===== config.mk =====
export PLATFORM = sky130hd
export DESIGN_NAME = status_guard
export DESIGN_NICKNAME = d
export VERILOG_FILES = /design/src/rtl/status_guard_pkg.sv /design/src/rtl/status_region_check.sv /design/src/rtl/status_cycle_ctrl.sv /design/src/rtl/status_nv_regs.sv /design/src/rtl/status_guard.sv
export SDC_FILE = /design/constraint.sdc
export NUM_CORES = 1
export LEC_CHECK = 0
export CAP_MARGIN = 20
export CORE_AREA = 2 2 39 41
export CTS_CLUSTER_DIAMETER = 30
export DETAILED_ROUTE_END_ITERATION = 7
export DIE_AREA = 0 0 41 43
export DONT_BUFFER_PORTS = 1
export PLACE_DENSITY = 0.53
export SKIP_CTS_REPAIR_TIMING = 1
export SYNTH_ARGS = -nofsm -noshare
export SYNTH_HDL_FRONTEND = slang
export SYNTH_SLANG_ARGS = --single-unit

===== constraint.sdc =====
create_clock -name clk -period 1.1 [get_ports clk]
set_input_delay 0.22 -clock clk [delete_from_list [all_inputs] [get_ports clk]]
set_output_delay 0.22 -clock clk [all_outputs]
set_load 0.01 [all_outputs]

===== src/rtl/status_guard_pkg.sv =====
package status_guard_pkg;

    typedef struct packed {
        logic       lock;
        logic [1:0] region;
    } nv_word_t;

    localparam nv_word_t NV_CLEAR = '{lock: 1'b0, region: 2'b00};

    function automatic logic [7:0] pack_status(nv_word_t nv, logic latch, logic busy);
        return {nv.lock, 3'b000, nv.region, latch, busy};
    endfunction

    function automatic nv_word_t unpack_nv(logic [7:0] data);
        return '{lock: data[7], region: data[3:2]};
    endfunction

endpackage


===== src/rtl/status_region_check.sv =====
module status_region_check #(
    parameter int ADDR_W = 13
) (
    input  logic [1:0]        region,
    input  logic [ADDR_W-1:0] addr,
    output logic              hit
);
    logic [1:0] top2;
    assign top2 = addr[ADDR_W-1 -: 2];

    always_comb begin
        unique case (region)
            2'b00:   hit = 1'b0;
            2'b01:   hit = (top2 == 2'b11);
            2'b10:   hit = top2[1];
            default: hit = 1'b1;
        endcase
    end

    always_comb begin
        if (region == 2'b00) assert_no_hit_open_R5: assert (!hit);
    end
endmodule


===== src/rtl/status_cycle_ctrl.sv =====
module status_cycle_ctrl (
    input  logic clk,
    input  logic rst,
    input  logic set_latch,
    input  logic clr_latch,
    input  logic start_array,
    input  logic start_status,
    input  logic done,
    output logic busy,
    output logic latch,
    output logic commit_status
);
    logic busy_q, latch_q, kind_q;

    always_ff @(posedge clk) begin
        if (rst) begin
            busy_q  <= 1'b0;
            latch_q <= 1'b0;
            kind_q  <= 1'b0;
        end else if (busy_q) begin
            if (done) begin
                busy_q  <= 1'b0;
                latch_q <= 1'b0;
            end
        end else if (start_array || start_status) begin
            busy_q <= 1'b1;
            kind_q <= start_status;
        end else if (clr_latch) begin
            latch_q <= 1'b0;
        end else if (set_latch) begin
            latch_q <= 1'b1;
        end
    end

    assign busy          = busy_q;
    assign latch         = latch_q;
    assign commit_status = busy_q && done && kind_q;

    assert_done_ends_R7: assert property (@(posedge clk) disable iff (rst)
        (busy_q && done) |=> (!busy_q && !latch_q));
    assert_start_sets_busy_R7: assert property (@(posedge clk) disable iff (rst)
        (!busy_q && (start_array || start_status)) |=> busy_q);
    assert_busy_holds_latch_R10: assert property (@(posedge clk) disable iff (rst)
        (busy_q && !done) |=> ($stable(latch_q) && busy_q));
endmodule


===== src/rtl/status_nv_regs.sv =====
module status_nv_regs
    import status_guard_pkg::*;
#(
    parameter nv_word_t RST_NV = NV_CLEAR
) (
    input  logic     clk,
    input  logic     rst,
    input  logic     capture,
    input  nv_word_t capture_val,
    input  logic     commit,
    output nv_word_t nv
);
    nv_word_t nv_q, pend_q;

    always_ff @(posedge clk) begin
        if (rst) begin
            nv_q   <= RST_NV;
            pend_q <= RST_NV;
        end else begin
            if (capture) pend_q <= capture_val;
            if (commit)  nv_q   <= pend_q;
        end
    end

    assign nv = nv_q;

    assert_nv_only_on_commit_R9: assert property (@(posedge clk) disable iff (rst)
        !commit |=> $stable(nv_q));
endmodule


===== src/rtl/status_guard.sv =====
module status_guard
    import status_guard_pkg::*;
#(
    parameter int       ADDR_W = 13,
    parameter nv_word_t RST_NV = NV_CLEAR
) (
    input  logic              clk,
    input  logic              rst,
    input  logic              cmd_wren,
    input  logic              cmd_wrdi,
    input  logic              cmd_wrsr,
    input  logic [7:0]        wrsr_data,
    input  logic              cmd_write,
    input  logic [ADDR_W-1:0] write_addr,
    input  logic              write_done,
    input  logic              wp_n,
    output logic [7:0]        status_byte,
    output logic              grant_array,
    output logic              grant_status
);
    nv_word_t nv;
    logic busy, latch, commit_status, in_region, hw_locked, may_start;

    status_region_check #(.ADDR_W(ADDR_W)) u_region (
        .region (nv.region),
        .addr   (write_addr),
        .hit    (in_region)
    );

    assign hw_locked    = nv.lock && !wp_n;
    assign may_start    = latch && !busy;
    assign grant_array  = cmd_write && may_start && !in_region;
    assign grant_status = cmd_wrsr && may_start && !hw_locked && !cmd_write;

    status_cycle_ctrl u_ctrl (
        .clk           (clk),
        .rst           (rst),
        .set_latch     (cmd_wren),
        .clr_latch     (cmd_wrdi),
        .start_array   (grant_array),
        .start_status  (grant_status),
        .done          (write_done),
        .busy          (busy),
        .latch         (latch),
        .commit_status (commit_status)
    );

    status_nv_regs #(.RST_NV(RST_NV)) u_nv (
        .clk         (clk),
        .rst         (rst),
        .capture     (grant_status),
        .capture_val (unpack_nv(wrsr_data)),
        .commit      (commit_status),
        .nv          (nv)
    );

    assign status_byte = pack_status(nv, latch, busy);

    assert_grant_needs_latch_R4: assert property (@(posedge clk) disable iff (rst)
        grant_array |-> (status_byte[1] && !status_byte[0]));
    assert_no_grant_in_region_R4: assert property (@(posedge clk) disable iff (rst)
        (status_byte[3:2] == 2'b11) |-> !grant_array);
    assert_hw_lock_blocks_R8: assert property (@(posedge clk) disable iff (rst)
        (status_byte[7] && !wp_n) |-> !grant_status);
    assert_refused_keeps_latch_R6: assert property (@(posedge clk) disable iff (rst)
        (cmd_write && !grant_array && !cmd_wrsr && !cmd_wrdi && status_byte[1]) |=> status_byte[1]);
endmodule


==> out/metrics.csv, run 1 <==
stage;metric;value;unit
yosys;gate count of the mapped netlist;46;
placed_design;Post-DP HPWL;683;um
floorplan;I/O Pins;39;
yosys;post-synthesis sequential area ratio;38.7;%
worst_hold_path;worst hold path cell count;1;
worst_setup_path;dominant delay contributor by cell family on the critical path;flip-flops;
yosys;Cell variety after synth;19;
grt;all-layer global routing usage;10.7;%
finish;final-layout fill cell count;142;
worst_setup_path;startpoint type of the worst setup path;flop;
finish;signed area change from the synthesized netlist to the final layout;24.5;%
sta;final number of max-transition violations;0;
worst_setup_path;delay of the slowest cell on the worst path;0.36;ns
sta;setup skew after layout;0.00299;ns
routing;DRC violation count after routing;0;
placed_design;dpl cells;64;
finish;area taken by multi-input logic gates;244;um^2
routing;average routed wire per standard cell;12.3;um
pwr;Total Power Consumption;0.000667;W
floorplan;placeable core region;0.00138;mm^2
worst_setup_path;CP max-delay cell;sky130_fd_sc_hd__dfxtp_4;
pwr;leak pwr;0.273;nW
floorplan;number of rows in the core area;14;
yosys;post-synthesis register bit count;9;
worst_setup_path;critical path fanouts, max;5;
worst_setup_path;required time reported for the critical path endpoint;0.88;ns
routing;routed via count divided by cell count;4.47;
worst_setup_path;WP depth;3;
routing;count of TritonRoute iterations in the first routing pass;4;
yosys;share of flip-flops with an asynchronous set or reset after synthesis;0;%
cts;worst skew pair latency;0.25;ns
pwr;PwrDens;1150;mW/mm^2
yosys;fraction of the mapped netlist area in adder cells;0;%
run_status;violated checks;negative setup slack;
sta;Final Hold Violating Endpoints;0;
run_status;result of the run;finished with violations;
grt;antenna violations before repair;0;
pwr;proportion of power drawn by the clock network;37.4;%
yosys;main area contributors after synthesis;sky130_fd_sc_hd__dfxtp_1, sky130_fd_sc_hd__mux2i_1, sky130_fd_sc_hd__buf_4;
grt;global-route wire length before repair;1220;um
routing;post-detailed-route count of antenna-violating nets;0;
grt;total congestion overflow after global routing;0;
cts;CTS H-tree depth;1;
sta;final worst path period share;114;%
placed_design;pre-CTS worst setup slack;-0.0823;ns
pwr;internal power component;0.000517;W
yosys;post-synthesis share of cell area spent on and, or, nand and nor gates;20.4;%
yosys;proportion of netlist area held by the largest area contributor;38.7;%
sta;final total negative setup slack;-0.585;ns
pwr;Psw;0.000150;W
grt;number of global-route vias before repair;285;
placed_design;last weighted congestion value of the routability-driven placer;0.666;
cts;CTS clock-pin slew for the worst setup and hold paths;0.06;ns
worst_setup_path;Critical Path AT;1.03;ns
yosys;Yosys top cell by area;sky130_fd_sc_hd__dfxtp_1;
yosys;most frequent cell after synthesis;sky130_fd_sc_hd__dfxtp_1;
finish;final-stage net count;88;
yosys;Top FF cell, synth;sky130_fd_sc_hd__dfxtp_1;
sta;unrepaired setup endpoints after global routing;true;
job;Max Cap Violations;0;
floorplan;Die Y;43;um
pwr;Switching Fraction;22.6;%
yosys;synthesized area per cell;10.1;um^2
worst_hold_path;HP Class;primary input to flop;
routing;Routed Wire Length;910;um
floorplan;die area;0.00176;mm^2
finish;post-layout instance count excluding filler cells;74;
worst_setup_path;type of the worst setup path;flop to primary output;
floorplan;starting utilization of the core area;33.6;%
sta;worst setup slack after layout;-0.151;ns
yosys;XOR/XNOR share of the synthesized area;0;%
cts;number of clock sinks;9;
cts;number of clock buffers inserted by TritonCTS;3;
worst_setup_path;critical path endpoint category;primary output;
cts;Bufs on Longest Clock Path;2;
cts;CTS tree;built;
floorplan;Die Span X;41;um
finish;Antenna diodes;0;
sta;Finish-stage setup viols;6;
sta;final critical delay including setup and external delays;1.25;ns
finish;area taken by flip-flops and latches;185;um^2
grt;pin count of the biggest net entering global routing;10;
worst_setup_path;worst-path cell chain;nor2b_4 > nand4b_4 > inv_2;
yosys;share of synthesized area spent on multiplexers;15.3;%
yosys;cell area after synthesis;465;um^2
pwr;power share of the sequential group;50.9;%
worst_setup_path;total buffers and inverters traversed by the critical path;1;
yosys;dominant combinational cell family by area after synthesis;simple AND/OR/NAND/NOR gates;
routing;First DRT Iteration DRCs;7;
finish;layout cell share with drive strength beyond 1;43.1;%
pwr;maximum resistive drop on vdd;451;uV
sta;final hold slack;0.0276;ns
routing;total number of vias;331;
yosys;area fraction in compound gates after synthesis;13.4;%
sta;top achievable clock speed;799;MHz
cts;Root Buffer;sky130_fd_sc_hd__clkbuf_4;
yosys;Yosys Warn Count;0;
yosys;Synth top cells by count;sky130_fd_sc_hd__dfxtp_1, sky130_fd_sc_hd__mux2i_1, sky130_fd_sc_hd__nor2_1;
pwr;power share of the combinational group;11.7;%
placed_design;number of port buffers;0;
worst_setup_path;cell depth of the worst flop-to-flop path;5;
yosys;number of enable-type register cells in the synthesized netlist;0;
-- path summary, 6_finish.rpt --
path | startpoint | endpoint | slack, ns
worst max-delay path | u_ctrl.busy$_SDFF_PP0_ | grant_status | -0.15
worst min-delay path | rst | u_nv.pend_q[1]$_SDFFE_PP0P_ | 0.03
worst max register to register | u_ctrl.busy$_SDFF_PP0_ | u_ctrl.latch$_SDFFE_PP0P_ | -0.13
worst min register to register | u_ctrl.kind_q$_SDFFE_PP0P_ | u_ctrl.kind_q$_SDFFE_PP0P_ | 0.48
-- stage by stage --
stage	util, %	cell area (um^2)
floorplan	-	477
global placement	36.2	500
detailed placement	36.2	500
CTS	38.1	527
global route	41.9	579
finish	41.9	579
-- cells by family (layout without fill, tap and decap cells) --
group | after synthesis | in the layout
AND/OR/NAND/NOR | 14 | 14
flip-flops | 9 | 9
other | 1 | 3
multiplexers | 7 | 7
buffers and inverters | 9 | 19
AO/OA/AOI/OAI | 6 | 6
-- per-layer routing --
metal / wire (um) / track usage, % / share of wire [%]
met1: 358 / 12.3 / 39
met2: 458 / 15.3 / 50
met3: 92 / 3.66 / 10
met4: 0 / 8.00 / 0
met5: 0 / 0 / 0
-- power by group through the flow --
stage / Sequential, W / Clock [W] / Combinational (W)
after global routing: 0.000340 / 0.000282 / 0.0000846
after CTS: 0.000340 / 0.000260 / 0.0000647
after floorplan: 0.000347 / 0 / 0.0000691
final: 0.000339 / 0.000250 / 0.0000781
after detailed placement: 0.000347 / 0 / 0.0000644
after global placement: 0.000347 / 0 / 0.0000637
-- flip-flops by register name, indices dropped and copies added (netlist names) --
name,flops
u_ctrl.kind_q,1
u_ctrl.busy,1
u_nv.pend_q,3
u_nv.nv,3
u_ctrl.latch,1
-- worst register-to-register path, stage by stage, from the launching register on --
cell and delay (ns):
sky130_fd_sc_hd__dfxtp_4 0.36, sky130_fd_sc_hd__nor2b_4 0.16, sky130_fd_sc_hd__nand4b_4 0.16, sky130_fd_sc_hd__buf_4 0.18, sky130_fd_sc_hd__and2_4 0.14, sky130_fd_sc_hd__a211oi_2 0.16
-- area by class of cell --
cell class	instances	share of cell area, %
tap	16	3.46
inverter	3	1.94
timing repair buffer	12	16.0
sequential	9	32.0
clock buffer	4	4.54
multi-input combinational	30	42.1
-- cells in the final DEF (no fill, tap or decap) --
cell                            Yosys  final
sky130_fd_sc_hd__buf_4              5     11
sky130_fd_sc_hd__dfxtp_1            9      7
sky130_fd_sc_hd__mux2i_1            6      6
sky130_fd_sc_hd__nor2_1             6      6
sky130_fd_sc_hd__conb_1             1      3
sky130_fd_sc_hd__clkbuf_4           0      3
sky130_fd_sc_hd__inv_2              0      2
sky130_fd_sc_hd__nand2_1            2      2
sky130_fd_sc_hd__a21oi_1            3      2
sky130_fd_sc_hd__nor2b_4            1      1
sky130_fd_sc_hd__nand2b_1           1      1
sky130_fd_sc_hd__nand4b_4           1      1
sky130_fd_sc_hd__inv_1              3      1
sky130_fd_sc_hd__a21oi_2            0      1
sky130_fd_sc_hd__o2111ai_4          1      1
sky130_fd_sc_hd__and2_4             1      1
sky130_fd_sc_hd__mux2_2             1      1
sky130_fd_sc_hd__or2b_1             1      1
sky130_fd_sc_hd__a41oi_1            1      1
sky130_fd_sc_hd__a211oi_2           1      1
sky130_fd_sc_hd__nand3_1            1      1
sky130_fd_sc_hd__clkbuf_1           0      1
sky130_fd_sc_hd__dlygate4sd3_1      0      1
sky130_fd_sc_hd__dfxtp_4            0      1
sky130_fd_sc_hd__dfxtp_2            0      1
Power figures use the tool's default switching activity.
==> run 2, diff against run 1 <==
--- a/config.mk
+++ b/config.mk
@@ -11,6 +11,7 @@
 export DETAILED_ROUTE_END_ITERATION = 7
 export DIE_AREA = 0 0 41 43
 export DONT_BUFFER_PORTS = 1
+export GPL_TIMING_DRIVEN = 0
 export PLACE_DENSITY = 0.53
 export SKIP_CTS_REPAIR_TIMING = 1
 export SYNTH_ARGS = -nofsm -noshare
==> run 2 against run 1 <==
  * The run still ends with negative setup slack left
  * Final area grew 0.22%
  * Routed wire length decreased by 8.2%
  * Worst hold slack better by 0.088 ns
  * Combinational power increased by 18%
  * Count of clock-buffer cells in the layout fell by 1
  * Via count increased by 1.5%
==> out/metrics.csv, run 2 (same netlist as run 1, synthesis figures left out) <==
stage;metric;value;unit;change
run_status;result of the run;finished with violations;;
run_status;violated checks;negative setup slack;;
finish;final-layout fill cell count;150;;+5.6%
cts;number of clock buffers inserted by TritonCTS;3;;unchanged
finish;area taken by multi-input logic gates;255;um^2;+4.6%
sta;final critical delay including setup and external delays;1.30;ns;+0.0480 ns
cts;Bufs on Longest Clock Path;2;;unchanged
worst_setup_path;type of the worst setup path;flop to primary output;;
placed_design;last weighted congestion value of the routability-driven placer;0.665;;-0.24%
finish;final-stage net count;87;;-1.1%
grt;total congestion overflow after global routing;0;;unchanged
routing;First DRT Iteration DRCs;3;;-4
sta;Finish-stage setup viols;6;;unchanged
routing;post-detailed-route count of antenna-violating nets;0;;unchanged
routing;routed via count divided by cell count;4.60;;+2.9%
floorplan;I/O Pins;39;;unchanged
routing;total number of vias;336;;+1.5%
placed_design;Cell Area, Placed;497;um^2;-0.75%
worst_setup_path;cell depth of the worst flop-to-flop path;5;;unchanged
grt;number of global-route vias before repair;276;;-3.2%
routing;Routed met3 length;83;um;-9.8%
sta;unrepaired setup endpoints after global routing;true;;
routing;uppermost routed layer;met4;;
floorplan;number of rows in the core area;14;;unchanged
routing;Routed Wire Length;835;um;-8.2%
sta;final worst path period share;118;%;+4.4 points
worst_setup_path;startpoint of the worst register-to-register path;u_ctrl.latch$_SDFFE_PP0P_;;
grt;antenna violations before repair;0;;unchanged
job;Max Cap Violations;0;;unchanged
worst_setup_path;critical path endpoint category;primary output;;
finish;commonest non-fill, non-tap cell in the layout;sky130_fd_sc_hd__buf_4;;
worst_setup_path;Critical Path AT;1.08;ns;+0.05 ns
finish;layout cell share with drive strength beyond 1;50.9;%;+7.8 points
routing;routed length on met2;418;um;-8.7%
floorplan;Die Span X;41;um;unchanged
worst_setup_path;startpoint type of the worst setup path;flop;;
finish;area taken by flip-flops and latches;188;um^2;+1.4%
worst_hold_path;HP Class;primary input to flop;;
cts;worst skew pair latency;0.26;ns;about the same
routing;count of TritonRoute iterations in the first routing pass;2;;-2
pwr;maximum resistive drop on vdd;482;uV;+7.0%
cts;CTS tree;built;;
worst_setup_path;critical path fanouts, max;4;;-1
worst_setup_path;beginning of the critical path;u_ctrl.latch$_SDFFE_PP0P_;;
finish;signed area change from the synthesized netlist to the final layout;24.7;%;
finish;Antenna diodes;0;;unchanged
pwr;PwrDens;1170;mW/mm^2;+1.6%
sta;final number of max-transition violations;0;;unchanged
routing;Metal-1 WL;323;um;-9.8%
sta;top achievable clock speed;770;MHz;-3.7%
routing;DRC violation count after routing;0;;unchanged
finish;area of all placed cells without fillers;581;um^2;+0.22%
sta;worst setup slack after layout;-0.199;ns;-0.0480 ns
cts;CTS clock-pin slew for the worst setup and hold paths;0.07;ns;about the same
worst_setup_path;required time reported for the critical path endpoint;0.88;ns;about the same
grt;all-layer global routing usage;10.4;%;-0.27 points
routing;average routed wire per standard cell;11.4;um;-7.0%
worst_setup_path;Critical Path Sink;grant_array;;
finish;highest-count cells in the layout ignoring fill and taps;sky130_fd_sc_hd__buf_4, sky130_fd_sc_hd__mux2i_1, sky130_fd_sc_hd__nor2_1, sky130_fd_sc_hd__dfxtp_1;;
cts;Root Buffer;sky130_fd_sc_hd__clkbuf_4;;
worst_setup_path;critical register-to-register path endpoint;u_ctrl.latch$_SDFFE_PP0P_;;
grt;pin count of the biggest net entering global routing;10;;unchanged
cts;number of clock sinks;9;;unchanged
floorplan;placeable core region;0.00138;mm^2;unchanged
placed_design;number of port buffers;0;;unchanged
sta;final hold slack;0.116;ns;+0.0880 ns
pwr;leak pwr;0.272;nW;-0.67%
sta;setup skew after layout;0.00674;ns;+0.00374 ns
cts;CTS H-tree depth;1;;unchanged
worst_setup_path;flop2flop setup slack;-0.18;ns;-0.05 ns
sta;Final Hold Violating Endpoints;0;;unchanged
pwr;Total Power Consumption;0.000679;W;+1.8%
floorplan;Die Y;43;um;unchanged
grt;global-route wire length before repair;1190;um;-2.9%
floorplan;die area;0.00176;mm^2;unchanged
floorplan;starting utilization of the core area;33.6;%;unchanged
==> run 2: where the power goes <==
part | switching [W] | internal, W | leakage [nW]
Sequential | 0.00000760 | 0.000332 | 0.0750
Combinational | 0.0000401 | 0.0000520 | 0.179
Clock | 0.000114 | 0.000134 | 0.0177
Total | 0.000161 | 0.000518 | 0.272
==> run 2: worst max-delay path, cell delays in order (launching register included) <==
cell                        delay (ns)
sky130_fd_sc_hd__dfxtp_2          0.35
sky130_fd_sc_hd__nor2b_4          0.20
sky130_fd_sc_hd__o2111ai_4        0.17
sky130_fd_sc_hd__inv_2            0.10
==> run 2: worst min path at each step <==
stage	slack, ns	depth (start not counted)	from	end
after global placement	0.37	2	wrsr_data[3]	u_nv.pend_q[1]$_SDFFE_PP0P_
final	0.12	2	wrsr_data[3]	u_nv.pend_q[1]$_SDFFE_PP0P_
after CTS	0.11	2	wrsr_data[2]	u_nv.pend_q[0]$_SDFFE_PP0P_
after detailed placement	0.38	2	wrsr_data[7]	u_nv.pend_q[2]$_SDFFE_PP0P_
after floorplan	0.36	2	wrsr_data[2]	u_nv.pend_q[0]$_SDFFE_PP0P_
after global routing	0.11	2	wrsr_data[3]	u_nv.pend_q[1]$_SDFFE_PP0P_
==> run 2: final cells by class <==
type | instances | share of cell area [%]
Multi-Input combinational cell | 30 | 44.0
Sequential cell | 9 | 32.3
Buffer | 6 | 7.11
Timing Repair Buffer | 5 | 6.47
Clock buffer | 3 | 3.88
Tap cell | 16 | 3.45
Inverter | 3 | 1.94
Clock inverter | 1 | 0.862
==> run 2: stage by stage <==
step	setup slack (ns)	utilization, %	setup TNS, ns	cells
global placement	-0.112	35.9	-0.213	64
detailed placement	-0.118	35.9	-0.277	64
floorplan	0.00444	-	0	48
CTS	-0.310	37.9	-0.909	68
finish	-0.199	42.0	-0.869	73
global route	-0.255	42.0	-1.28	73
==> run 2: layer usage <==
metal	vias to the layer above	GRT usage [%]
met5	-	0
met4	0	8.00
met3	2	3.14
met2	14	13.4
met1	149	13.8
li1	171	-
==> run 3, diff against run 2 <==
--- a/config.mk
+++ b/config.mk
@@ -12,7 +12,7 @@
 export DIE_AREA = 0 0 41 43
 export DONT_BUFFER_PORTS = 1
 export GPL_TIMING_DRIVEN = 0
-export PLACE_DENSITY = 0.53
+export PLACE_DENSITY_LB_ADDON = 0.3
 export SKIP_CTS_REPAIR_TIMING = 1
 export SYNTH_ARGS = -nofsm -noshare
 export SYNTH_HDL_FRONTEND = slang
==> run 3 against run 2 <==
  * Via count decreased by 4.5%
  * Critical path depth unchanged
  * First-iteration DRC count decreased by 100%
  * Largest power group unchanged
  * Clock skew decreased by 0.0045 ns
  * Non-clock buffer count decreased by 2
  * Clock power increased by 4%
  * Sequential power about the same
  * Global-route usage decreased by 0.091 points
  * Sequential share of layout area increased by 1.1 points
  * Critical path type unchanged
  * The run still ends with negative setup slack left
==> out/metrics.csv, run 3 (same netlist as run 1, synthesis figures left out) <==
stage;metric;value;unit;change
placed_design;last weighted congestion value of the routability-driven placer;0.653;;-1.8%
worst_setup_path;required time reported for the critical path endpoint;0.88;ns;about the same
placed_design;pre-CTS worst setup slack;-0.124;ns;-0.00576 ns
cts;worst skew pair latency;0.26;ns;about the same
routing;routed length on met2;386;um;-7.7%
worst_setup_path;critical path endpoint category;primary output;;
finish;area of all placed cells without fillers;566;um^2;-2.6%
floorplan;starting utilization of the core area;33.6;%;unchanged
worst_setup_path;startpoint type of the worst setup path;flop;;
floorplan;placeable core region;0.00138;mm^2;unchanged
run_status;violated checks;negative setup slack;;
sta;final number of max-transition violations;0;;unchanged
grt;pin count of the biggest net entering global routing;10;;unchanged
pwr;Switching Fraction;23.6;%;-0.11 points
pwr;proportion of power drawn by the clock network;37.6;%;+1.2 points
floorplan;I/O Pins;39;;unchanged
sta;Final Hold Violating Endpoints;0;;unchanged
worst_setup_path;total buffers and inverters traversed by the critical path;1;;unchanged
pwr;power share of the combinational group;12.6;%;-0.9 points
placed_design;number of port buffers;0;;unchanged
finish;Antenna diodes;0;;unchanged
sta;setup skew after layout;0.00225;ns;-0.00449 ns
cts;CTS tree;built;;
pwr;PwrDens;1200;mW/mm^2;+2.8%
worst_setup_path;dominant delay contributor by cell family on the critical path;flip-flops;;
floorplan;die area;0.00176;mm^2;unchanged
routing;post-detailed-route count of antenna-violating nets;0;;unchanged
finish;highest-count cells in the layout ignoring fill and taps;sky130_fd_sc_hd__mux2i_1, sky130_fd_sc_hd__nor2_1, sky130_fd_sc_hd__buf_4, sky130_fd_sc_hd__dfxtp_2, sky130_fd_sc_hd__dfxtp_1;;
worst_setup_path;CP max-delay cell;sky130_fd_sc_hd__dfxtp_2;;
grt;all-layer global routing usage;10.3;%;-0.091 points
finish;final-layout fill cell count;146;;-2.7%
routing;routed via count divided by cell count;4.52;;-1.8%
cts;number of clock buffers inserted by TritonCTS;3;;unchanged
grt;global-route wire length before repair;1150;um;-2.9%
worst_hold_path;HP Class;primary input to flop;;
routing;uppermost routed layer;met4;;
worst_setup_path;Critical Path AT;1.04;ns;-0.04 ns
sta;final total negative setup slack;-0.511;ns;+0.358 ns
sta;worst setup slack after layout;-0.156;ns;+0.0436 ns
grt;antenna violations before repair;0;;unchanged
placed_design;Cell Area, Placed;497;um^2;unchanged
pwr;leak pwr;0.263;nW;-3.2%
routing;Metal-1 WL;352;um;+9.0%
placed_design;Post-DP HPWL;638;um;
cts;number of clock sinks;9;;unchanged
grt;number of global-route vias before repair;294;;+6.5%
sta;top achievable clock speed;796;MHz;+3.5%
sta;Finish-stage setup viols;7;;+1
routing;average routed wire per standard cell;12.0;um;+4.7%
routing;Routed met3 length;106;um;+28%
routing;Routed Wire Length;850;um;+1.8%
sta;final critical delay including setup and external delays;1.26;ns;-0.0436 ns
worst_setup_path;delay of the slowest cell on the worst path;0.33;ns;-0.02 ns
run_status;result of the run;finished with violations;;
finish;final-stage net count;85;;-2.3%
worst_setup_path;type of the worst setup path;flop to primary output;;
floorplan;Die Span X;41;um;unchanged
routing;DRC violation count after routing;0;;unchanged
routing;total number of vias;321;;-4.5%
cts;CTS H-tree depth;1;;unchanged
routing;First DRT Iteration DRCs;0;;-3
job;Max Cap Violations;0;;unchanged
cts;CTS clock-pin slew for the worst setup and hold paths;0.06;ns;about the same
finish;signed area change from the synthesized netlist to the final layout;21.5;%;
pwr;power share of the sequential group;49.8;%;-0.2 points
cts;Root Buffer;sky130_fd_sc_hd__clkbuf_4;;
cts;Bufs on Longest Clock Path;2;;unchanged
worst_setup_path;worst-path cell chain;nor2b_4 > o2111ai_4 > inv_2;;
floorplan;number of rows in the core area;14;;unchanged
pwr;internal power component;0.000519;W;+0.25%
sta;final worst path period share;114;%;-4.0 points
finish;layout cell share with drive strength beyond 1;47.3;%;-3.6 points
pwr;maximum resistive drop on vdd;520;uV;+7.9%
worst_setup_path;critical path fanouts, max;4;;unchanged
pwr;Psw;0.000161;W;-0.38%
routing;count of TritonRoute iterations in the first routing pass;1;;-1
sta;unrepaired setup endpoints after global routing;true;;
floorplan;Die Y;43;um;unchanged
grt;total congestion overflow after global routing;0;;unchanged
==> run 3: power by group through the flow <==
| stage | clock, W | sequential [W] | combinational (W) |
|---|---|---|---|
| detailed placement | 0 | 0.000348 | 0.0000756 |
| finish | 0.000256 | 0.000339 | 0.0000854 |
| global route | 0.000284 | 0.000340 | 0.0000942 |
| CTS | 0.000265 | 0.000341 | 0.0000757 |
| floorplan | 0 | 0.000347 | 0.0000691 |
| global placement | 0 | 0.000348 | 0.0000746 |
==> run 3: layout make-up <==
cell class              instances  area, um^2  area share (%)
plain buffers                   6        41.3            7.30
multi-input cells              30         248            43.8
clock buffers                   4        26.3            4.65
flip-flops and latches          9         189            33.4
repair buffers                  3        30.0            5.31
inverters                       3        11.3            1.99
well taps                      16        20.0            3.54
==> run 3: per-layer routing <==
metal / vias up / global-route usage [%]
li1: 165 / -
met3: 2 / 4.19
met1: 138 / 9.54
met4: 0 / 10.0
met2: 16 / 15.6
met5: - / 0
==> run 3: worst paths after layout <==
check / from / endpoint / slack [ns] / cells after the start
setup / recovery: u_ctrl.latch$_SDFFE_PP0P_ / grant_array / -0.16 / 3
hold / removal: wrsr_data[2] / u_nv.pend_q[0]$_SDFFE_PP0P_ / 0.11 / 2
setup reg to reg: u_ctrl.latch$_SDFFE_PP0P_ / u_ctrl.latch$_SDFFE_PP0P_ / -0.11 / 5
hold reg to reg: u_ctrl.kind_q$_SDFFE_PP0P_ / u_ctrl.kind_q$_SDFFE_PP0P_ / 0.46 / 2
==> run 3: through the flow <==
step                      hold slack [ns]  utilization [%]  std cells  total power, W
final                               0.107             40.9         71        0.000680
after global routing               0.0973             40.9         71        0.000718
after CTS                          0.0983             37.8         68        0.000681
after detailed placement            0.374             35.9         64        0.000424
after global placement              0.366             35.9         64        0.000423
after floorplan                     0.364                -         48        0.000416
